[config.mk]
export PLATFORM = sky130hd
export DESIGN_NAME = bcd_stall_divider
export DESIGN_NICKNAME = d
export VERILOG_FILES = /design/src/rtl/bcd_div_pkg.sv /design/src/rtl/bcd_digit_chain.sv /design/src/rtl/stall_ctr.sv /design/src/rtl/bcd_stall_divider.sv
export SDC_FILE = /design/constraint.sdc
export NUM_CORES = 1
export LEC_CHECK = 0
export CELL_PAD_IN_SITES_DETAIL_PLACEMENT = 0
export CELL_PAD_IN_SITES_GLOBAL_PLACEMENT = 2
export CORE_UTILIZATION = 30
export CTS_CLUSTER_DIAMETER = 120
export CTS_CLUSTER_SIZE = 20
export DETAILED_ROUTE_END_ITERATION = 8
export PLACE_DENSITY = 0.82
export SYNTH_ARGS = -nofsm -noshare
export SYNTH_HDL_FRONTEND = slang
export SYNTH_SLANG_ARGS = --single-unit
[constraint.sdc]
create_clock -name clk_i -period 1.9 [get_ports clk_i]
set_clock_uncertainty 0.1 [all_clocks]
set_input_delay 0.285 -clock clk_i [delete_from_list [all_inputs] [get_ports clk_i]]
set_output_delay 0.285 -clock clk_i [all_outputs]
set_load 0.05 [all_outputs]
[src/rtl/bcd_div_pkg.sv]
package bcd_div_pkg;
  localparam int unsigned DIG_W = 4;
  typedef enum logic [1:0] {ST_IDLE, ST_STALL, ST_RUN} div_state_e;
endpackage

[src/rtl/bcd_digit_chain.sv]
module bcd_digit_chain #(
  parameter int unsigned NDIG = 6,
  localparam int unsigned W = NDIG * bcd_div_pkg::DIG_W
) (
  input  logic         clk_i,
  input  logic         rst_ni,
  input  logic         clr_i,
  input  logic         load_i,
  input  logic [W-1:0] load_val_i,
  input  logic         dec_i,
  input  logic         dec_tens_i,
  output logic [W-1:0] val_o,
  output logic         zero_o
);
  logic [NDIG:0] en;
  assign en[0] = dec_i;

  for (genvar k = 0; k < NDIG; k++) begin : g_dig
    logic [3:0] d_q;
    logic       lo_zero;
    assign lo_zero = (d_q == 4'd0);
    if (k == 0) begin : g_first
      assign en[k+1] = (en[k] && lo_zero) || dec_tens_i;
    end else begin : g_rest
      assign en[k+1] = en[k] && lo_zero;
    end

    always_ff @(posedge clk_i or negedge rst_ni) begin
      if (!rst_ni)      d_q <= 4'd0;
      else if (clr_i)   d_q <= 4'd0;
      else if (load_i)  d_q <= load_val_i[4*k +: 4];
      else if (en[k] || (k == 1 && dec_tens_i))
        d_q <= lo_zero ? 4'd9 : d_q - 4'd1;
    end
    assign val_o[4*k +: 4] = d_q;

    p_bcd_range_r11: assert property (@(posedge clk_i) disable iff (!rst_ni)
      d_q <= 4'd9);
  end

  assign zero_o = (val_o == '0);

  // a nonzero units digit absorbs the decrement
  p_ripple_gate_r7: assert property (@(posedge clk_i) disable iff (!rst_ni)
    (dec_i && !clr_i && !load_i && val_o[3:0] != 4'd0)
      |=> val_o[W-1:4] == $past(val_o[W-1:4]));
endmodule

[src/rtl/stall_ctr.sv]
module stall_ctr #(
  parameter int unsigned STALL_LEN = 9,
  parameter int unsigned COMP_AT   = 4,
  localparam int unsigned CW = $clog2(STALL_LEN + 1)
) (
  input  logic clk_i,
  input  logic rst_ni,
  input  logic clr_i,
  input  logic preset_i,
  input  logic step_i,
  output logic comp_o,
  output logic done_o
);
  logic [CW-1:0] cnt_q;

  assign comp_o = step_i && (cnt_q == CW'(COMP_AT - 1));
  assign done_o = step_i && (cnt_q == CW'(STALL_LEN - 1));

  always_ff @(posedge clk_i or negedge rst_ni) begin
    if (!rst_ni)                cnt_q <= '0;
    else if (clr_i)             cnt_q <= '0;
    else if (preset_i)          cnt_q <= CW'(STALL_LEN - 1);
    else if (step_i && !done_o) cnt_q <= cnt_q + 1'b1;
  end

  p_stall_bound_r6: assert property (@(posedge clk_i) disable iff (!rst_ni)
    cnt_q <= CW'(STALL_LEN - 1));
endmodule

[src/rtl/bcd_stall_divider.sv]
module bcd_stall_divider #(
  parameter int unsigned NDIG      = 6,
  parameter int unsigned STALL_LEN = 9,
  parameter int unsigned COMP_AT   = 4,
  localparam int unsigned W = NDIG * bcd_div_pkg::DIG_W
) (
  input  logic         clk_i,
  input  logic         rst_ni,
  input  logic         lock_req_i,
  input  logic         meas_done_i,
  input  logic [W-1:0] meas_digits_i,
  input  logic         pulse_i,
  output logic [W-1:0] digits_o,
  output logic         wrap_o
);
  import bcd_div_pkg::*;

  div_state_e   state_q;
  logic [W-1:0] mod_q;
  logic         enter, run_pulse, stall_pulse, wrap, zero, comp, done;

  assign enter       = (state_q == ST_IDLE) && lock_req_i && meas_done_i;
  assign run_pulse   = (state_q == ST_RUN) && lock_req_i && pulse_i;
  assign stall_pulse = (state_q == ST_STALL) && lock_req_i && pulse_i;
  assign wrap        = run_pulse && zero;

  bcd_digit_chain #(.NDIG(NDIG)) u_chain (
    .clk_i      (clk_i),
    .rst_ni     (rst_ni),
    .clr_i      (!lock_req_i || enter),
    .load_i     (wrap),
    .load_val_i (mod_q),
    .dec_i      (run_pulse && !zero),
    .dec_tens_i (comp),
    .val_o      (digits_o),
    .zero_o     (zero)
  );

  stall_ctr #(.STALL_LEN(STALL_LEN), .COMP_AT(COMP_AT)) u_stall (
    .clk_i    (clk_i),
    .rst_ni   (rst_ni),
    .clr_i    (wrap),
    .preset_i (enter),
    .step_i   (stall_pulse),
    .comp_o   (comp),
    .done_o   (done)
  );

  always_ff @(posedge clk_i or negedge rst_ni) begin
    if (!rst_ni) begin
      state_q <= ST_IDLE;
      mod_q   <= '0;
      wrap_o  <= 1'b0;
    end else begin
      wrap_o <= wrap;
      if (enter) mod_q <= meas_digits_i;
      if (!lock_req_i)  state_q <= ST_IDLE;
      else if (enter)   state_q <= ST_STALL;
      else if (wrap)    state_q <= ST_STALL;
      else if (done)    state_q <= ST_RUN;
    end
  end

  p_wrap_single_r4: assert property (@(posedge clk_i) disable iff (!rst_ni)
    wrap_o |=> !wrap_o);
  p_wrap_load_r4: assert property (@(posedge clk_i) disable iff (!rst_ni)
    wrap_o |-> digits_o == mod_q);
  p_unlock_clear_r9: assert property (@(posedge clk_i) disable iff (!rst_ni)
    !lock_req_i |=> (digits_o == '0) && !wrap_o);
  p_stall_hold_r5: assert property (@(posedge clk_i) disable iff (!rst_ni)
    (state_q == ST_STALL && lock_req_i && !pulse_i) |=> $stable(digits_o));
  p_mod_frozen_r10: assert property (@(posedge clk_i) disable iff (!rst_ni)
    (state_q != ST_IDLE) |=> $stable(mod_q));
endmodule

==> run_results.csv, run 1 <==
group,metric,value,unit
global_route,grt_usage,0.157,
global_route,grt-ovfl-total,0,
synthesis,synth-main-ff-cell,"dfrtp_1",
clock_network,clkLatencyLatePin,0.32,ns
floorplan,pin_count,54,
cells_and_area,final_layout_size_suffix_gt1_frac,0.435,
outcome,run_status,"finished, violations left",
floorplan,num_rows,34,
clock_network,cts_buffers,5,
clock_network,cts.sinks,55,
outcome,violations,"design-rule violations, negative setup slack",
timing,max_freq,0.526,GHz
critical_path,r2r-start,"u_chain.g_dig[1].d_q[1]",
routing,num_vias,2408,
critical_path,slowest_stage,"dfrtp_2",
floorplan,die_x,97.9,um
routing,ant_nets,0,
critical_path,critPathMostFrequentCell,"buf_6",
synthesis,yosysWarnings,0,
timing,slew_violations,0,
run,drv_cap,0,
critical_path,r2r_setup_slack,-0.0007,ns
clock_network,tritoncts,"done",
synthesis,synth.distinct_cells,51,
routing,drt_iter0_markers,137,
synthesis,yosys-top-cells-area,"dfrtp_1 50%, mux2_2 9.4%, a21oi_1 3.4%",
floorplan,start_util,0.313,
timing,rsz0062_at_grt,"yes",
timing,fin_crit,1.90,ns
critical_path,worst_setup_path_start_kind,"flip-flop",
timing,tightestPinTransition,0.319,ns
floorplan,die_h,97.9,um
clock_network,ctsLongestPathBuffers,2,
clock_network,cts-root-buf,"clkbuf_8",
synthesis,ys_async_sr_fraction,1.00,
cells_and_area,nNetsFinal,405,
critical_path,worst_setup_path_end_kind,"flip-flop",
critical_path,critical_path_buf_inv_count,2,
clock_network,cts_max_level,2,
critical_path,worstPathRequired,2.04,ns
synthesis,syn_inst,259,
routing,vias_per_cell,4.99,
synthesis,synth_edf_count,0,
power_and_ir_drop,power.total,2420,uW
cells_and_area,finalCoreUtilization,0.457,
cells_and_area,mostFrequentLayoutCells,"83 x buf_4, 39 x dfrtp_1, 27 x clkdlybuf4s50_1",
cells_and_area,insertedDiodeCount,0,
synthesis,yosys.area.top_type_share,0.499,
min_path,hold_path.class,"in2async",
synthesis,synth_area_per_cell,10.7,sq um
synthesis,syn-num-nets,290,
critical_path,worstReg2RegEnd,"u_chain.g_dig[2].d_q[1]",
timing,setup_ws,-0.000691,ns
cells_and_area,final_common_cell,"buf_4",
global_route,grt_pass1_wl,12000,um
critical_path,crit_chain,"nor4_4, nand4_4, buf_6, nor3_4, buf_6, a221oi_2, a21oi_1",
critical_path,critPathArrivalTime,2.04,ns
critical_path,rr_worst_depth,7,
routing,wl_per_cell,14.5,um
critical_path,critPathLaunch,"u_chain.g_dig[1].d_q[1]",
critical_path,cpPeakStageDelay,0.44,ns
critical_path,path_delay_family,"simple AND/OR/NAND/NOR gates",
routing,post-route-drc-count,2,
critical_path,crit_fanout,7,
clock_network,path_clk_slew,0.10,ns
global_route,grt_pass1_vias,2441,
critical_path,crit_type,"reg2reg",
synthesis,synth_top_area_cell,"dfrtp_1",
placed_design,portBuffers,53,
power_and_ir_drop,vdd_drop_max,0.000269,V
synthesis,synth_area,2760,sq um
floorplan,core,8810,sq um
timing,max_slew_margin,0.785,
global_route,antenna_found_initial,0,
global_route,grt_max_degree,56,
routing,wl,7030,um
floorplan,dieArea,9580,sq um
timing,finalCritPeriodShare,1.00,
synthesis,synth.ff_latch_count,55,
cells_and_area,area_growth,45.9,%
power_and_ir_drop,leakage,0.00182,uW
routing,drtPass1Iterations,6,
timing,setup_viol,1,
power_and_ir_drop,power.density,602,nW/um^2
placed_design,gp_congestion,0.803,
placed_design,dp_hpwl,5080,um
timing,hold_viol,0,
synthesis,seq_area_frac_synth,0.499,
timing repair:
action	4_1_cts	5_1_grt
setup buffers	3	4
hold buffers	1	0
pin swaps	5	16
gates resized for setup	7	15
cloned	1	0
hold endpoints to repair	55	0
setup endpoints to repair	15	28
where the power goes:
part	internal (uW)	leakage, uW	switching (uW)	total (uW)
clock	299	0.0000474	409	708
combinational	213	0.00109	153	366
sequential	1280	0.000682	68.2	1350
total	1790	0.00182	631	2420
sequential cells by signal, summed over array words and instances, names as in the netlist:
name,count
mod_q,24
u_chain.g_dig.d_q,24
u_stall.cnt_q,4
state_q,2
wrap_o,1
per-layer routing:
layer / track usage / share of wire
met5: 0 / 0
met4: 0.0490 / 0.013
met3: 0.0243 / 0.030
met2: 0.257 / 0.47
met1: 0.214 / 0.49
worst max-delay path by stage:
| stage | endpoint | slack [ns] | depth (start not counted) |
|---|---|---|---|
| 2_1_floorplan | u_chain.g_dig[2].d_q[0] | -0.19 | 6 |
| 3_3_place_gp | u_chain.g_dig[3].d_q[0] | -0.30 | 6 |
| 3_5_place_dp | u_chain.g_dig[3].d_q[0] | -0.32 | 6 |
| 4_1_cts | u_chain.g_dig[2].d_q[1] | 0.005 | 7 |
| 5_1_grt | u_chain.g_dig[2].d_q[1] | -0.11 | 7 |
| 6_report | u_chain.g_dig[2].d_q[1] | -0.0007 | 7 |
layout make-up:
cell class / instances / area [sq um]
clock buffer: 6 / 82.6
tap: 108 / 135
fill: 852 / 4780
sequential: 55 / 1400
multi-input combinational: 187 / 1390
timing repair buffer: 117 / 973
inverter: 8 / 30.0
clock inverter: 2 / 16.3
kinds of logic after synthesis:
| group | synth area share |
|---|---|
| and+or+nand+nor | 0.176 |
| AOI/OAI and AO/OA | 0.174 |
| DFF | 0.499 |
| muxes | 0.101 |
| buffers and inverters | 0.0281 |
| xor gates and xnor gates | 0.0127 |
| adders and majority gates | 0.00907 |
cells in the mapped netlist (2+ instances only):
cell / n
a211oi_1: 3
a21bo_2: 2
a21boi_0: 2
a21o_1: 2
a21oi_1: 19
a21oi_2: 2
a221oi_1: 4
a31oi_1: 4
and4b_1: 2
buf_2: 2
clkbuf_1: 5
dfrtp_1: 55
ha_1: 2
inv_1: 8
mux2_2: 23
mux2i_1: 2
nand2_1: 18
nand2b_1: 5
nand3_1: 5
nand4_1: 4
nand4b_1: 2
nor2_1: 19
nor2b_1: 2
nor3_1: 8
nor4_2: 2
nor4_4: 2
o211ai_1: 5
o21a_1: 2
o21ai_0: 17
o21ai_1: 4
o31ai_1: 3
or2_2: 2
or3_1: 2
xnor2_1: 3
through the flow:
stage,worst slack (ns),instances,cell area (sq um),hold WS [ns],setup TNS (ns)
detailed placement,-0.318,468,3790,0.213,-8.18
floorplan,-0.188,259,2810,-0.111,-1.42
global placement,-0.295,468,3790,0.208,-7.11
global route,-0.111,483,4020,0.407,-1.39
finish,-0.000691,483,4020,0.388,-0.000691
CTS,0.00541,481,3960,0.390,0
worst min-delay path, cell delays in order:
cell and delay, ns:
dlygate4sd3_1 0.52, buf_2 0.12, buf_12 0.28
Note: power is estimated with default switching activity, not from simulation.
==> run 2, diff against run 1 <==
Settings changed: ABC_AREA from default to 1, CORE_UTILIZATION 30 to 27, PLACE_DENSITY 0.82 to 0.81.
==> run_results.csv, run 2 <==
group,metric,value,unit
power_and_ir_drop,seqPwrFrac,0.336,
critical_path,worst_setup_path_start_kind,"flip-flop",
routing,wl_per_cell,13.0,um
critical_path,path_delay_family,"buffers and inverters",
clock_network,ctsLongestPathBuffers,2,
critical_path,critPathArrivalTime,1.43,ns
synthesis,synth_edf_count,0,
routing,drt_iter0_markers,110,
critical_path,crit_fanout,1,
critical_path,r2r-start,"u_chain.g_dig[3].d_q[0]",
cells_and_area,top_regs,"mod_q x24, u_chain.g_dig.d_q x24, u_stall.cnt_q x4",
critical_path,crit_type,"reg2out",
timing,slew_violations,0,
global_route,grt_pass1_vias,2761,
clock_network,cts.sinks,55,
routing,wl,8090,um
cells_and_area,final_common_cell,"nand2_1",
floorplan,start_util,0.277,
cells_and_area,final_layout_size_suffix_gt1_frac,0.298,
outcome,run_status,"complete, no violations",
power_and_ir_drop,intPower,2860,uW
timing,hold_viol,0,
synthesis,seq_area_frac_synth,0.458,
power_and_ir_drop,power.density,1200,nW/um^2
critical_path,cpPeakStageDelay,0.79,ns
cells_and_area,fin_area,4250,sq um
routing,post-route-drc-count,0,
min_path,hold_path.class,"in2async",
routing,num_vias,2785,
clock_network,tritoncts,"done",
synthesis,synth_area,3010,sq um
timing,setup_viol,0,
synthesis,yosys.area.top_type_share,0.458,
placed_design,post_dp_cell_area,3940,sq um
placed_design,post-place-ws,-0.187,ns
cells_and_area,mostFrequentLayoutCells,"127 x nand2_1, 64 x buf_4, 34 x o21ai_0",
routing,ant_nets,0,
floorplan,core,10800,sq um
floorplan,dieArea,11600,sq um
critical_path,critPathLaunch,"wrap_o",
clock_network,cts_max_level,2,
routing,vias_per_cell,4.47,
timing,max_slew_margin,0.675,
synthesis,synth_commonest_cells,"133 x nand2_1, 55 x dfrtp_1, 36 x o21ai_0, 30 x nor2_1, 28 x inv_1",
timing,tightestPinTransition,0.486,ns
power_and_ir_drop,p_switching,2250,uW
global_route,antenna_found_initial,0,
timing,max_freq,0.551,GHz
clock_network,cts-root-buf,"clkbuf_8",
critical_path,r2r_setup_slack,0.10,ns
critical_path,worstPathRequired,1.51,ns
global_route,grt_usage,0.149,
critical_path,slowest_stage,"clkdlybuf4s50_1",
synthesis,syn_inst,383,
power_and_ir_drop,vdd_drop_max,0.000629,V
floorplan,die_h,108,um
synthesis,synth.distinct_cells,32,
power_and_ir_drop,leakage,0.00206,uW
timing,rsz0062_at_grt,"yes",
critical_path,rr_worst_depth,9,
synthesis,synth_area_per_cell,7.85,sq um
floorplan,pin_count,54,
critical_path,crit_chain,"clkdlybuf4s50_1",
clock_network,path_clk_slew,0.10,ns
critical_path,worst_setup_path_end_kind,"primary output",
timing,finalCritPeriodShare,0.956,
cells_and_area,area_growth,41.4,%
critical_path,worstReg2RegEnd,"u_chain.g_dig[4].d_q[1]",
synthesis,synth-main-ff-cell,"dfrtp_1",
power_and_ir_drop,p_comb_frac,0.521,
power_and_ir_drop,p_sw_frac,0.441,
synthesis,synth_top_area_cell,"dfrtp_1",
synthesis,synthMostInstantiatedCell,"nand2_1",
critical_path,critical_path_buf_inv_count,1,
floorplan,num_rows,38,
placed_design,gp_congestion,0.808,
clock_network,clkLatencyLatePin,0.32,ns
timing,setup_ws,0.0842,ns
cells_and_area,insertedDiodeCount,0,
synthesis,yosys-top-cells-area,"dfrtp_1 46%, nand2_1 17%, o21ai_0 6.0%",
clock_network,cts_buffers,5,
timing,fin_crit,1.82,ns
placed_design,dp_hpwl,5780,um
floorplan,die_x,108,um
global_route,grt_max_degree,56,
synthesis,syn-num-nets,414,
placed_design,portBuffers,53,
run,drv_cap,0,
routing,drtPass1Iterations,6,
synthesis,yosysWarnings,0,
power_and_ir_drop,pwr-share-clk,0.143,
synthesis,synth.ff_latch_count,55,
global_route,grt-ovfl-total,0,
cells_and_area,nNetsFinal,513,
global_route,grt_pass1_wl,13500,um
synthesis,ys_async_sr_fraction,1.00,
==> run 2: changes by cell type after synthesis, moves of 5 or more <==
cell | previous run | this run
nand2_1 | 18 | 133
mux2_2 | 23 | 0
inv_1 | 8 | 28
o21ai_0 | 17 | 36
nand3_1 | 5 | 19
nor2_1 | 19 | 30
nor2_2 | 0 | 9
nand4_1 | 4 | 10
nand2b_1 | 5 | 0
==> run 2: power by group through the flow <==
| stage | Sequential, uW | Clock (uW) | Combinational [uW] |
|---|---|---|---|
| floorplan | 2170 | 0 | 1100 |
| global placement | 1710 | 0 | 2330 |
| detailed placement | 1710 | 0 | 2350 |
| CTS | 1700 | 750 | 2370 |
| global route | 1760 | 795 | 2930 |
| finish | 1720 | 733 | 2660 |
==> run 2: logic make-up after synthesis <==
kind of cell,synth area share
DFF,0.458
xor gates and xnor gates,0.00582
AOI/OAI and AO/OA,0.101
and+or+nand+nor,0.369
buffers and inverters,0.0591
adders and majority gates,0.00832
==> run 2: worst register-to-register path: cells and delay by family (launching register included) <==
kind | cells | cell delay, ns
DFF | 1 | 0.43
buffers and inverters | 1 | 0.19
and+or+nand+nor | 8 | 0.97
==> run 2: how the worst max path moves through the flow <==
stage / cells past startpoint / to
global route: 10 / u_chain.g_dig[4].d_q[1]
finish: 1 / wrap_o
floorplan: 11 / u_chain.g_dig[5].d_q[0]
global placement: 10 / u_chain.g_dig[4].d_q[3]
CTS: 10 / u_chain.g_dig[1].d_q[2]
detailed placement: 10 / u_chain.g_dig[4].d_q[1]
==> run 2: routing by layer <==
| layer | GRT usage | share of wire | vias to the layer above | wire (um) |
|---|---|---|---|---|
| met5 | 0 | 0 | - | 0 |
| met4 | 0.0401 | 0.011 | 0 | 89 |
| met3 | 0.0260 | 0.029 | 5 | 231 |
| met2 | 0.246 | 0.47 | 43 | 3830 |
| met1 | 0.201 | 0.49 | 1301 | 3950 |
| li1 | - | - | 1436 | - |
==> run 2: area by class of cell <==
class	count	area, sq um
inverters	30	120
repair buffers	99	867
fillers	1159	6590
well taps	140	175
flip-flops and latches	55	1410
clock buffers	8	100
multi-input cells	291	1590
==> run 2: through the flow <==
stage	std cells	utilization	power, uW	setup TNS (ns)	hold WS [ns]
after floorplan	383	-	3270	0	-0.111
after global placement	600	0.363	4050	-4.11	0.214
after detailed placement	600	0.363	4060	-4.89	0.217
after CTS	609	0.374	4810	0	0.384
after global routing	623	0.392	5490	-0.0361	0.406
final	623	0.392	5120	0	0.380
==> run 2: repair_timing <==
item                                   CTS  global route
setup endpoints to repair               10            23
hold buffers                             1             0
pin swaps                                0            13
endpoints found under the hold margin   55             0
cloned                                   0             2
gates resized for setup                  2            24
buffers inserted                         0            12
